### config.mk
export PLATFORM = sky130hd
export DESIGN_NAME = pad_reset_seq
export DESIGN_NICKNAME = d
export VERILOG_FILES = /design/src/rtl/pad_rst_pkg.sv /design/src/rtl/rst_phase_gen.sv /design/src/rtl/pad_lane.sv /design/src/rtl/pd_gate.sv /design/src/rtl/pad_reset_seq.sv
export SDC_FILE = /design/constraint.sdc
export NUM_CORES = 1
export LEC_CHECK = 0
export ABC_AREA = 0
export BUFFER_PORTS_ARGS = -buffer_cell sky130_fd_sc_hd__buf_4
export CORE_MARGIN = 2
export CORE_UTILIZATION = 27
export DETAILED_ROUTE_END_ITERATION = 8
export PLACE_DENSITY = 0.9
export SYNTH_ARGS = -nofsm -noshare
export SYNTH_HDL_FRONTEND = slang
export SYNTH_SLANG_ARGS = --single-unit
### constraint.sdc
create_clock -name clk -period 3 [get_ports clk]
set_input_delay 0.15 -clock clk [delete_from_list [all_inputs] [get_ports clk]]
set_output_delay 0.15 -clock clk [all_outputs]
set_load 0.01 [all_outputs]
### src/rtl/pad_rst_pkg.sv
package pad_rst_pkg;

  typedef enum logic [3:0] {
    GRP_ZL_LATE  = 4'd0,
    GRP_ZH_LATE  = 4'd1,
    GRP_ZX_LATE  = 4'd2,
    GRP_Z        = 4'd3,
    GRP_LOW      = 4'd4,
    GRP_HIGH     = 4'd5,
    GRP_ZL_EARLY = 4'd6,
    GRP_ZH_EARLY = 4'd7,
    GRP_CLK      = 4'd8
  } pad_grp_e;

  typedef struct packed {
    logic dout;
    logic oe;
  } pad_drv_t;

  localparam pad_drv_t DRV_OFF = '{dout: 1'b0, oe: 1'b0};

  function automatic pad_drv_t drv_const(input logic v);
    return '{dout: v, oe: 1'b1};
  endfunction

  function automatic pad_drv_t drv_follow(input logic d, input logic e);
    return '{dout: d & e, oe: e};
  endfunction

endpackage

### src/rtl/rst_phase_gen.sv
module rst_phase_gen
#(
  parameter int PAUSE_LEAD   = 4,
  parameter int PAUSE_CYCLES = 8
)
(
  input  logic clk,
  input  logic rst_por,
  input  logic rst_ext,
  input  logic rst_max,
  output logic glob_rst,
  output logic ck_tgl
);

  localparam int LIMIT = PAUSE_LEAD + PAUSE_CYCLES;
  localparam int CW    = $clog2(LIMIT + 2);

  logic [CW-1:0] since_rel;
  logic          in_pause;

  assign glob_rst = rst_por | rst_ext | rst_max;
  assign in_pause = (since_rel >= CW'(PAUSE_LEAD)) && (since_rel < CW'(LIMIT));

  always_ff @(posedge clk or posedge glob_rst) begin
    if (glob_rst) begin
      since_rel <= '0;
    end else if (since_rel < CW'(LIMIT)) begin
      since_rel <= since_rel + CW'(1);
    end
  end

  always_ff @(posedge clk or posedge glob_rst) begin
    if (glob_rst) begin
      ck_tgl <= 1'b0;
    end else if (in_pause) begin
      ck_tgl <= 1'b0;
    end else begin
      ck_tgl <= ~ck_tgl;
    end
  end

endmodule

### src/rtl/pad_lane.sv
module pad_lane
  import pad_rst_pkg::*;
#(
  parameter pad_grp_e GRP = GRP_Z,
  parameter bit       ALT = 1'b0
)
(
  input  logic     glob_rst,
  input  logic     resetout_n,
  input  logic     en,
  input  logic     pdo,
  input  logic     poe,
  input  logic     ck_tgl,
  output pad_drv_t drv
);

  logic     released;
  logic     handed;
  pad_drv_t periph;

  assign released = resetout_n & ~glob_rst;
  assign handed   = released & en;
  assign periph   = drv_follow(pdo, poe);

  always_comb begin
    drv = DRV_OFF;
    case (GRP)
      GRP_ZL_LATE:  drv = released ? drv_const(1'b0) : DRV_OFF;
      GRP_ZH_LATE:  drv = released ? drv_const(1'b1) : DRV_OFF;
      GRP_ZX_LATE: begin
        if (!released)   drv = DRV_OFF;
        else if (handed) drv = periph;
        else             drv = drv_const(ALT);
      end
      GRP_Z:        drv = handed ? periph : DRV_OFF;
      GRP_LOW:      drv = handed ? periph : drv_const(1'b0);
      GRP_HIGH:     drv = handed ? periph : drv_const(1'b1);
      GRP_ZL_EARLY: drv = glob_rst ? DRV_OFF : drv_const(1'b0);
      GRP_ZH_EARLY: drv = glob_rst ? DRV_OFF : drv_const(1'b1);
      GRP_CLK:      drv = drv_const(ck_tgl);
      default:      drv = DRV_OFF;
    endcase
  end

endmodule

### src/rtl/pd_gate.sv
module pd_gate
  import pad_rst_pkg::*;
#(
  parameter bit PD_DEFAULT = 1'b0
)
(
  input  logic     pd_bit,
  input  logic     sel_bit,
  input  pad_drv_t drv_in,
  output pad_drv_t drv_out
);

  generate
    if (PD_DEFAULT) begin : g_gated
      logic powered;
      assign powered = ~pd_bit & sel_bit;
      assign drv_out = powered ? drv_in : DRV_OFF;
    end else begin : g_pass
      logic unused_ok;
      assign unused_ok = pd_bit ^ sel_bit;
      assign drv_out   = drv_in;
    end
  endgenerate

endmodule

### src/rtl/pad_reset_seq.sv
module pad_reset_seq
  import pad_rst_pkg::*;
#(
  parameter int                    NUM_PADS     = 11,
  parameter logic [NUM_PADS*4-1:0] PAD_GROUP    = 44'h45876543210,
  parameter logic [NUM_PADS-1:0]   GPIO_MASK    = 11'b010_0000_0000,
  parameter logic [NUM_PADS-1:0]   PD_MASK      = 11'b100_0000_0000,
  parameter int                    PAUSE_LEAD   = 4,
  parameter int                    PAUSE_CYCLES = 8
)
(
  input  logic                clk,
  input  logic                rst_por,
  input  logic                rst_ext,
  input  logic                rst_max,
  input  logic                resetout_n,
  input  logic [NUM_PADS-1:0] per_en,
  input  logic [NUM_PADS-1:0] per_do,
  input  logic [NUM_PADS-1:0] per_oe,
  input  logic [NUM_PADS-1:0] pd_reg,
  input  logic [NUM_PADS-1:0] mux_sel,
  output logic [NUM_PADS-1:0] pad_do,
  output logic [NUM_PADS-1:0] pad_oe
);

  logic glob_rst;
  logic ck_tgl;

  rst_phase_gen #(
    .PAUSE_LEAD   (PAUSE_LEAD),
    .PAUSE_CYCLES (PAUSE_CYCLES)
  ) phase_i (
    .clk      (clk),
    .rst_por  (rst_por),
    .rst_ext  (rst_ext),
    .rst_max  (rst_max),
    .glob_rst (glob_rst),
    .ck_tgl   (ck_tgl)
  );

  for (genvar i = 0; i < NUM_PADS; i++) begin : g_pad
    localparam pad_grp_e RAW_GRP = pad_grp_e'(PAD_GROUP[4*i +: 4]);
    localparam pad_grp_e EFF_GRP = GPIO_MASK[i] ? GRP_Z : RAW_GRP;

    pad_drv_t lane_drv;
    pad_drv_t gated_drv;

    pad_lane #(
      .GRP (EFF_GRP),
      .ALT (i[0])
    ) lane_i (
      .glob_rst   (glob_rst),
      .resetout_n (resetout_n),
      .en         (per_en[i]),
      .pdo        (per_do[i]),
      .poe        (per_oe[i]),
      .ck_tgl     (ck_tgl),
      .drv        (lane_drv)
    );

    pd_gate #(
      .PD_DEFAULT (PD_MASK[i])
    ) pd_i (
      .pd_bit  (pd_reg[i]),
      .sel_bit (mux_sel[i]),
      .drv_in  (lane_drv),
      .drv_out (gated_drv)
    );

    assign pad_do[i] = gated_drv.dout;
    assign pad_oe[i] = gated_drv.oe;
  end

endmodule

Yosys cells after proc, flatten, opt, wreduce, memory -nomap -nowiden
Cells that the tools add are included.
- $add $sub $neg: 1
- $lt $le $gt $ge: 2
- muxes and demuxes: 13
- bitwise operators: 19
- reduce and logical (&&, ||, !) cells: 1
- operators with widths (cell ; count):
    $mux W2 ; 10
    $and A1 B1 Y1 ; 14
    $add A4 B1 Y4 const B ; 1
    $ge A4 B3 Y1 const B ; 1
    $lt A4 B4 Y1 const B ; 1
    $mux W1 ; 3
    $not A1 Y1 ; 3
    $or A1 B1 Y1 ; 2
    $logic_and A1 B1 Y1 ; 1
- register bits after elaboration: 5
- word-level logic and storage cells: 38

Longest topological paths before layout
Gate-level depths: netlist of run 1.
- depth in word-level cells: 7
- mapped depth: 3

Hierarchy
A second synthesis of run 1 with hierarchy kept.
- cells, all modules: 73
- area, all modules: 646.9 um^2
- modules (own cells, without submodules) (module ; instances ; cells each ; area each (um^2) ; sequential area each (um^2)):
    rst_phase_gen ; 1 ; 16 ; 242.7 ; 125.1
    pd_gate at g_pad[0].pd_i ... ; 10 ; 2 ; 15.0 ; 0.0
    pad_lane at g_pad[10].lane_i ... ; 2 ; 4 ; 18.8 ; 0.0
    pad_lane at g_pad[2].lane_i ; 1 ; 5 ; 37.5 ; 0.0
    pad_lane at g_pad[0].lane_i ; 1 ; 4 ; 32.5 ; 0.0
    pad_lane at g_pad[3].lane_i ... ; 2 ; 2 ; 16.3 ; 0.0
    pad_lane at g_pad[1].lane_i ; 1 ; 3 ; 28.8 ; 0.0
    pad_lane at g_pad[5].lane_i ; 1 ; 3 ; 22.5 ; 0.0
    pad_lane at g_pad[8].lane_i ; 1 ; 3 ; 18.8 ; 0.0
    pd_gate at g_pad[10].pd_i ; 1 ; 2 ; 17.5 ; 0.0
    pad_lane at g_pad[6].lane_i ; 1 ; 3 ; 15.0 ; 0.0
    pad_lane at g_pad[7].lane_i ; 1 ; 2 ; 11.3 ; 0.0

Worst setup path after synthesis of run 1
Ideal clock, no wire load.
- path kind: register to register
- start point: register phase_i.since_rel[2]
- end point: register phase_i.since_rel[3]
- setup time: 0.123 ns
- data arrival time: 0.935 ns
- setup slack: 1.942 ns
- cell stages (with the launch flop): 4
- buffers on the path: 0
- period minus slack after synthesis: 1.058 ns
- path through: dfrtp_1 ha_1 nand4b_1 xnor2_1
- longest elaborated chain between the ends: 1
- elaborated cells on any way between the ends: 2
- those cells by class: add/sub (1); order compare (1)
- ends and longest elaborated chain (element ; RTL line ; text):
    start, declared ; rst_phase_gen.sv:18 ; logic [CW-1:0] since_rel;
    start signal, assigned ; rst_phase_gen.sv:28 ; since_rel <= since_rel + CW'(1);
    $add A4 B1 Y4 or $lt A4 B4 Y1 (tied branches) ; rst_phase_gen.sv:28, rst_phase_gen.sv:27 ;
Several ways; a longest one is shown, not always the timed one.
A chain may end at the register's enable or synchronous reset.

Worst setup path in the final report of run 1
- start point: input rst_ext
- end point: output pad_oe[10]
- longest elaborated chain between the ends: 7
- ends and longest elaborated chain (element ; RTL line ; text):
    start, declared ; pad_reset_seq.sv:14 ; input logic rst_ext,
    $or A1 B1 Y1 (2 in series) ; rst_phase_gen.sv:21 ; assign glob_rst = rst_por | rst_ext | rst_max;
    $not A1 Y1 ; pad_lane.sv:21 ; assign released = resetout_n & ~glob_rst;
    $and A1 B1 Y1 ; n/a ;
    $and A1 B1 Y1 ; pad_lane.sv:22 ; assign handed = released & en;
    $mux W2 ; pad_lane.sv:36 ; GRP_LOW: drv = handed ? periph : drv_const(1'b0);
    $mux W2 ; pd_gate.sv:17 ; assign drv_out = powered ? drv_in : DRV_OFF;
    end, declared ; pad_reset_seq.sv:23 ; output logic [NUM_PADS-1:0] pad_oe
Every way passes these cells.

==> results.cfg, run 1 <==
[finish]
syn2layout_area_growth_pct = 66.6
layout-drive-gt1-share = 0.571
n_antenna_cell = 0
post-route-cell-area_sq_um = 736
nets = 147
nFillCells = 165

[sta]
min_period_ns = 1.42
worst_pin_slew_ns = 0.691
finClkSkew_ns = 0.00303
setup-tns-final_ns = 0
timing.final.crit_share = 0.473
final_hold_viol_count = 0
finalMaxSlewViolations = 0
fmax_ghz = 0.705
rsz0062_at_grt = false
setup_viol = 0
slew_headroom = 0.536

[synthesis]
syn-instance-count = 46
synth_cell_type_count = 21
synth_top_cell_area_share = 0.283
syn_avg_cell_area_sq_um = 9.60
synth_top_cell_by_area = dfrtp_1
yosysSeqAreaShare = 0.283
yosysWarnings = 0
post-synth-top-count-cell = buf_4
synth-seq-cells = 5
synthTopCellsByArea = dfrtp_1 (28%), buf_4 (15%), and4_1 (7.9%)
synth_ff_type = dfrtp_1
synthArstFlopShare = 1.00
synthesis.area_sq_um = 442
synth-edff-count = 0
synth_commonest_cells = buf_4 (9), dfrtp_1 (5), and4_1 (4)

[clock_network]
clk_path_buf_depth = 2
path_clk_slew_ns = 0.04
h-tree-depth = 1
root_buffer = clkbuf_4
cts_resized = 0
cts_tree = done
hold_buffers = 0
clock_sinks = 5
cts_made_buffers = 3
post_cts_buffers = 0
clk_latency_ns = 0.24

[routing]
wl_um = 1150
dr.pass1.iters = 2
vias_per_cell = 4.79
drc = 0
wl_per_cell_um = 11.5
drt_iter0_drc = 2
postRouteAntennaNets = 0
vias = 479

[flow_run]
cap_violations = 0

[pwr]
leakage_uw = 0.000405
pwr-share-clk = 0.405
p_sw_frac = 0.233
cellPowerDensity_mw_per_mm2 = 260
p_seq_frac = 0.354
ir_drop_mv = 0.207
p_sw_uw = 44.5
p_int_uw = 147
comb_power_share = 0.240

[floorplan]
coreArea_sq_mm = 0.00152
die_y_um = 44.4
dieArea_sq_mm = 0.00198
start_util = 0.290
std_cell_rows = 14
dieWidth_um = 44.4
io_pins = 82

[global_route]
grtUsageMet1 = 0.104
grt_antenna_before_repair = 0
grt_pass1_wl_um = 1790
top_usage_layer = met2
grtUsageMet2 = 0.238
grt_pass1_vias = 435
grt_use_total = 0.126
grtUsageMet3 = 0.0653
grt-ovfl-total = 0
grt_max_degree = 16

[placed_design]
place_hpwl_um = 1020
io_buffers = 43
place_congestion = 0.582
dpl_cell_area_sq_um = 709

[setup_path]
path_cells = buf_4 -> nor4b_4 -> a311oi_1 -> buf_4
worstSetupEndpointType = primary output
crit_arrival_ns = 1.27
worstReg2RegStart = phase_i.since_rel[2]
slowest_delay_ns = 0.60
required_ns = 2.85
r2r_slack_ns = 1.88
cpMostUsedCell = buf_4
critPathLaunchType = input port
r2r-end = phase_i.since_rel[3]
cp_slowest_cell = nor4b_4
r2r_cells = 3
critPathKind = in -> out
critPathMaxFanout = 15

[run_status]
status = complete, no violations

[worst_hold_path]
min_path_type = in -> async
power by group through the flow:
stage	logic [uW]	registers, uW	clock network [uW]
detailed placement	46.3	68.7	0
floorplan	17.5	68.7	0
finish	46.0	67.7	77.5
global placement	45.0	68.7	0
global route	50.5	67.6	86.1
CTS	46.4	67.7	80.6
worst max-delay path, delay by kind of cell:
family / cells / cell delay [ns]
compound gates: 1 / 0.20
buf+inv: 2 / 0.31
simple gates: 1 / 0.60
layout make-up:
class                   instances  area (sq um)  share of cell area
well taps                      16          20.0              0.0272
inverters                       3          11.3              0.0153
clock buffers                   4          26.3              0.0357
multi-input cells              29           230               0.313
repair buffers                 43           323               0.439
flip-flops and latches          5           125               0.170
worst max path at each step:
stage	end	start	slack, ns
final	pad_oe[10]	rst_ext	1.58
after floorplan	phase_i.since_rel[3]	phase_i.since_rel[2]	1.94
after detailed placement	pad_do[3]	rst_ext	1.56
after CTS	pad_do[3]	rst_ext	1.56
after global routing	pad_oe[10]	rst_ext	1.39
after global placement	pad_do[3]	rst_ext	1.59
sequential cells by signal, indices dropped and copies added (netlist names):
register	count
phase_i.since_rel	4
phase_i.ck_tgl	1
kinds of logic after synthesis:
logic type               after synthesis  synth area share
buffers and inverters                 13             0.204
adder cells (fa/ha/maj)                2            0.0566
other                                  2            0.0170
flip-flops                             5             0.283
AND/OR/NAND/NOR                       18             0.317
XOR/XNOR                               3            0.0595
AO/OA/AOI/OAI                          2            0.0368
multiplexers                           1            0.0255
cell usage in the layout (no fill, tap or decap), types with 2 or more instances in the layout:
cell      Yosys  layout
and4_1        4       4
nor3_1        2       2
buf_4         9      43
dfrtp_1       5       5
clkbuf_4      0       3
conb_1        2       3
ha_1          2       2
and3_1        3       3
inv_1         3       3
xnor2_1       3       3
nand3b_1      2       2
routing by layer:
layer | part of all wire | wire length, um
met2 | 0.51 | 588
met1 | 0.30 | 342
met5 | 0 | 0
met3 | 0.17 | 191
met4 | 0.023 | 26
metrics by stage:
stage                     setup slack, ns  hold WS, ns  std cells  total power [uW]   util
final                                1.58       0.0734        100               191  0.483
after global routing                 1.39        0.146        100               204  0.483
after CTS                            1.56       0.0854        100               195  0.483
after detailed placement             1.56        0.334         96               115  0.466
after global placement               1.59        0.317         96               114  0.466
after floorplan                      1.94        0.121         47              86.2      -
Note: power is estimated with default switching activity, not from simulation.
==> inputs of run 2 (changes only) <==
- CORE_UTILIZATION: 27 -> 23
- PLACE_DENSITY: 0.9 -> 0.83
- clock period: 3 -> 1.2 ns (I/O delays scaled with it)
==> run 2 against run 1 <==
  * Via count shrank 1.7%
  * Design area grew 6.6%
  * Total power grew to 2.5 times the previous value
  * First-iteration DRC count is the same
  * Die area grew 16%
  * Worst setup slack lost 1.5 ns
  * Clock-buffer cell count is the same
  * Sequential power grew 150%
  * Combinational power grew to 2.7 times the previous value
  * Critical path depth grew 1
  * Sequential share of layout area shrank 1.1 points
  * Critical path type is now in -> async
  * Critical endpoint is now phase_i.since_rel[0]
  * Largest cell class unchanged
==> results.cfg, run 2 (synthesis gave the netlist of run 1 again) <==
[pwr]
pwr-share-clk = 0.393
p_seq_frac = 0.351
p_int_uw = 373
ir_drop_mv = 0.327
leakage_uw = 0.000426
comb_power_share = 0.256
p_sw_frac = 0.226
cellPowerDensity_mw_per_mm2 = 614
p_sw_uw = 109

[clock_network]
clock_sinks = 5
clk_path_buf_depth = 2
root_buffer = clkbuf_4
cts_tree = done
h-tree-depth = 1
path_clk_slew_ns = 0.04
cts_made_buffers = 3
clk_latency_ns = 0.24

[worst_hold_path]
min_path_type = in -> out

[flow_run]
cap_violations = 0

[routing]
dr.pass1.iters = 2
drc = 0
wl_per_cell_um = 10.2
wl_um = 1150
vias = 471
vias_per_cell = 4.17
drt_iter0_drc = 2
postRouteAntennaNets = 0

[setup_path]
worstSetupEndpointType = asynchronous set/reset pin
critPathMaxFanout = 5
crit_arrival_ns = 1.59
critPathKind = in -> async
required_ns = 1.65
critPathLaunchType = input port

[sta]
finalMaxSlewViolations = 0
timing.final.crit_share = 0.944
final_hold_viol_count = 0
fmax_ghz = 0.883
setup-tns-final_ns = 0
setup_viol = 0
rsz0062_at_grt = false
finClkSkew_ns = 0.00189
min_period_ns = 1.13
holdWs_ns = 0.377

[global_route]
grt_use_total = 0.103
grt-ovfl-total = 0
grt_pass1_vias = 402
grt_pass1_wl_um = 1660
grt_antenna_before_repair = 0
grt_max_degree = 16

[run_status]
status = complete, no violations

[finish]
syn2layout_area_growth_pct = 77.6
largest_reg_flops = 4
post-route-cell-area_sq_um = 785
layout_common_cells = buf_4 (45), dfrtp_1 (5), and4_1 (4)
nFillCells = 183
reg.largest.list = phase_i.since_rel: 4 flops, phase_i.ck_tgl: 1 flops
top_register = phase_i.since_rel
n_antenna_cell = 0
nets = 151
layout-drive-gt1-share = 0.580
layout_commonest_cell = buf_4

[floorplan]
start_util = 0.250
coreArea_sq_mm = 0.00176
io_pins = 82
die_y_um = 47.8
dieWidth_um = 47.8
dieArea_sq_mm = 0.00229
std_cell_rows = 15

[placed_design]
place_hpwl_um = 987
io_buffers = 43
dpl_cell_area_sq_um = 736
place_congestion = 0.633
## run 2: changes by cell type in the layout (fill, tap and decap cells not counted), sizes merged
cell | before | now
dlygate4sd3 | 0 | 2
buf | 43 | 45
## run 2: final cells by class
cell class | instances | area (sq um) | share of cell area
clock buffer | 4 | 26.3 | 0.0335
timing repair buffer | 47 | 358 | 0.456
sequential | 5 | 125 | 0.159
tap | 25 | 31.3 | 0.0399
inverter | 3 | 11.3 | 0.0144
multi-input combinational | 29 | 233 | 0.297
## run 2: what timing repair did
item                       4_1_cts  5_1_grt
hold endpoints to repair         5        0
resized for setup                0        1
setup buffers                    0        0
hold buffers                     2        0
setup endpoints to repair        0        1
## run 2: worst max-delay path, stage by stage
cell and delay [ns]:
buf_4 0.13, dlygate4sd3_1 0.55, nor3_1 0.13, dlygate4sd3_1 0.58, buf_4 0.15
## run 2: metrics by stage
step | util | cells | power [uW] | setup slack, ns
2_1_floorplan | - | 47 | 216 | 0.142
3_5_place_dp | 0.417 | 107 | 291 | 0.0838
5_1_grt | 0.445 | 113 | 509 | 0.0292
4_1_cts | 0.443 | 113 | 494 | 0.0675
6_report | 0.445 | 113 | 482 | 0.0676
3_3_place_gp | 0.417 | 107 | 288 | 0.0978
## run 2: worst paths after layout
check                                startpoint                    to  slack (ns)  depth (start not counted)
min in group asynchronous               rst_por  phase_i.since_rel[2]        0.50                          4
hold reg to reg                  phase_i.ck_tgl        phase_i.ck_tgl        0.42                          1
hold / removal                       pd_reg[10]            pad_oe[10]        0.38                          3
setup reg to reg           phase_i.since_rel[2]  phase_i.since_rel[3]        0.12                          3
setup / recovery                        rst_max  phase_i.since_rel[0]        0.07                          5
max in group clk           phase_i.since_rel[2]  phase_i.since_rel[3]        0.12                          3
## run 2: power by group through the flow
stage / Sequential, uW / Combinational, uW / Clock (uW)
after floorplan: 172 / 43.9 / 0
after global placement: 172 / 116 / 0
after detailed placement: 172 / 120 / 0
after CTS: 169 / 125 / 200
after global routing: 169 / 134 / 206
final: 169 / 123 / 189
## run 2: metal layers
| layer | vias to the layer above | part of all wire | global-route usage |
|---|---|---|---|
| met1 | 214 | 0.39 | 0.116 |
| met5 | - | 0 | 0 |
| met2 | 24 | 0.53 | 0.187 |
| met3 | 0 | 0.075 | 0.0151 |
| met4 | 0 | 0 | 0.0486 |
| li1 | 233 | - | - |
==> inputs of run 3 (changes only) <==
- ABC_AREA: 0 -> 1
- CORE_UTILIZATION: 23 -> 24
- PLACE_DENSITY: 0.83 -> 0.82
- SKIP_CTS_REPAIR_TIMING: not set -> 1
==> run 3 against run 2 <==
  * The run now ends with negative hold slack left
  * Flip-flop and latch count unchanged
  * Combinational power up 11%
  * Global-route usage up 0.41 points
  * Critical path type is now reg -> reg
  * Critical endpoint is now phase_i.since_rel[3]
  * Largest power group unchanged
==> results.cfg, run 3 <==
[sta]
setup-tns-final_ns = 0
setup_viol = 0
finalMaxSlewViolations = 0
min_period_ns = 1.12
layout_setup_ws_ns = 0.0840
finClkSkew_ns = 0.000342
timing.final.crit_share = 0.930
final_hold_viol_count = 5
rsz0062_at_grt = false
holdWs_ns = -0.0245
fmax_ghz = 0.896

[synthesis]
post-synth-top-count-cell = nand2_1
yosysWarnings = 0
synth_top_family_by_area = simple AND/OR/NAND/NOR gates
synth-adder-area-share = 0.0522
synth_cell_type_count = 19
syn-instance-count = 67
yosysSeqAreaShare = 0.261
synth-xor-area-share = 0.0548
synth_ff_type = dfrtp_1
synth_compound_area_frac = 0.0104
synth_top_cell_by_area = dfrtp_1
synth-seq-cells = 5
synth_commonest_cells = nand2_1 (15), inv_1 (10), buf_4 (9)
synth_mux_area_frac = 0
syn_avg_cell_area_sq_um = 7.15
synth_top_cell_area_share = 0.261
synthSimpleGateAreaFrac = 0.379
synthTopCellsByArea = dfrtp_1 (26%), buf_4 (14%), nand2_1 (12%)
synthArstFlopShare = 1.00
synthesis.area_sq_um = 479
synth-edff-count = 0

[setup_path]
slowest_delay_ns = 0.40
critPathMaxFanout = 3
crit_buf_inv = 1
required_ns = 1.36
r2r_slack_ns = 0.08
cp_slowest_cell = dfrtp_1
r2r_cells = 5
path_cells = ha_2 -> inv_1 -> nand2_1 -> nor2_2 -> xor2_1
worstReg2RegStart = phase_i.since_rel[2]
crit_arrival_ns = 1.27
critPathLaunchType = flop
critPathKind = reg -> reg
worstSetupEndpointType = flop
critPathTopFamily = flip-flops
r2r-end = phase_i.since_rel[3]

[pwr]
ir_drop_mv = 0.412
leakage_uw = 0.000443
cellPowerDensity_mw_per_mm2 = 600

[floorplan]
coreArea_sq_mm = 0.00192
dieWidth_um = 48.7
dieArea_sq_mm = 0.00237
die_y_um = 48.7
start_util = 0.249
io_pins = 82
std_cell_rows = 16

[global_route]
grt_antenna_before_repair = 0
grt-ovfl-total = 0
grt_max_degree = 10
grt_use_total = 0.107
grt_pass1_wl_um = 1960
grt_pass1_vias = 487

[clock_network]
cts_tree = done
clk_latency_ns = 0.24
cts_made_buffers = 3
clock_sinks = 5
h-tree-depth = 1
clk_path_buf_depth = 2
path_clk_slew_ns = 0.04
root_buffer = clkbuf_4

[run_status]
failed_checks = negative hold slack
status = finished with violations

[finish]
nFillCells = 184
n_antenna_cell = 0
top_register = phase_i.since_rel
layout-drive-gt1-share = 0.519
layout_commonest_cell = buf_4
reg.largest.list = phase_i.since_rel: 4 flops, phase_i.ck_tgl: 1 flops
regArea_sq_um = 125
nets = 171
syn2layout_area_growth_pct = 71.3
largest_reg_flops = 4
layout_common_cells = buf_4 (44), nand2_1 (15), inv_1 (10)
multi_input_area_sq_um = 254

[placed_design]
io_buffers = 43
place_ws_ns = 0.0286
place_hpwl_um = 1110
place_congestion = 0.672

[routing]
vias = 545
vias_per_cell = 4.04
wl_per_cell_um = 9.54
drt_iter0_drc = 2
wl_um = 1290
dr.pass1.iters = 3
drc = 0
postRouteAntennaNets = 0

[flow_run]
cap_violations = 0

[worst_hold_path]
min_path_type = in -> async
## run 3: cell count changes in the layout (fill, tap and decap cells not counted), moves of 3 or more
cell and delta:
nand2_1 +14, inv_1 +7, nor2_1 +5, and4_1 -4, and3_1 -3, nor3_2 +3
## run 3: where the power goes
part	internal, uW	total (uW)	switching, uW
clock	125	187	61.8
sequential	169	169	0
combinational	78.5	136	57.2
total	373	492	119
## run 3: cell families after synthesis
logic type / Yosys count
xor+xnor: 3
other cells: 2
buf+inv: 20
simple gates: 34
flops: 5
fa+ha+maj: 2
compound gates: 1
## run 3: worst register-to-register path, stage by stage, from the launching register on
cell and delay [ns]:
dfrtp_1 0.40, ha_2 0.22, inv_1 0.09, nand2_1 0.07
nor2_2 0.10, xor2_1 0.16
## run 3: stage by stage
stage | std cells | util | area (sq um) | hold WS, ns | power (uW)
2_1_floorplan | 68 | - | 483 | 0.0311 | 228
3_3_place_gp | 130 | 0.406 | 779 | 0.168 | 301
3_5_place_dp | 130 | 0.406 | 779 | 0.176 | 305
4_1_cts | 134 | 0.419 | 806 | -0.0720 | 501
5_1_grt | 135 | 0.427 | 821 | 0.0253 | 526
6_report | 135 | 0.427 | 821 | -0.0245 | 492
## run 3: metal layers
metal	vias up	part of all wire	track usage
met5	-	0	0
met4	0	0	0.0714
met3	0	0.14	0.0586
met2	36	0.51	0.196
met1	236	0.35	0.0843
li1	273	-	-
## run 3: area by class of cell
class / instances / share of cell area
Inverter: 11 / 0.0503
Tap cell: 27 / 0.0412
Multi-Input combinational cell: 43 / 0.309
Clock buffer: 4 / 0.0320
Timing Repair Buffer: 45 / 0.415
Sequential cell: 5 / 0.152
## run 3: how the worst max path moves through the flow
| stage | startpoint | to | slack (ns) | depth (start not counted) |
|---|---|---|---|---|
| final | phase_i.since_rel[2] | phase_i.since_rel[3] | 0.08 | 5 |
| after global routing | phase_i.since_rel[2] | phase_i.since_rel[3] | 0.02 | 5 |
| after floorplan | phase_i.since_rel[2] | phase_i.since_rel[3] | 0.15 | 5 |
| after detailed placement | phase_i.since_rel[2] | phase_i.since_rel[3] | 0.03 | 5 |
| after global placement | phase_i.since_rel[2] | phase_i.since_rel[3] | 0.09 | 5 |
| after CTS | phase_i.since_rel[2] | phase_i.since_rel[3] | 0.01 | 5 |
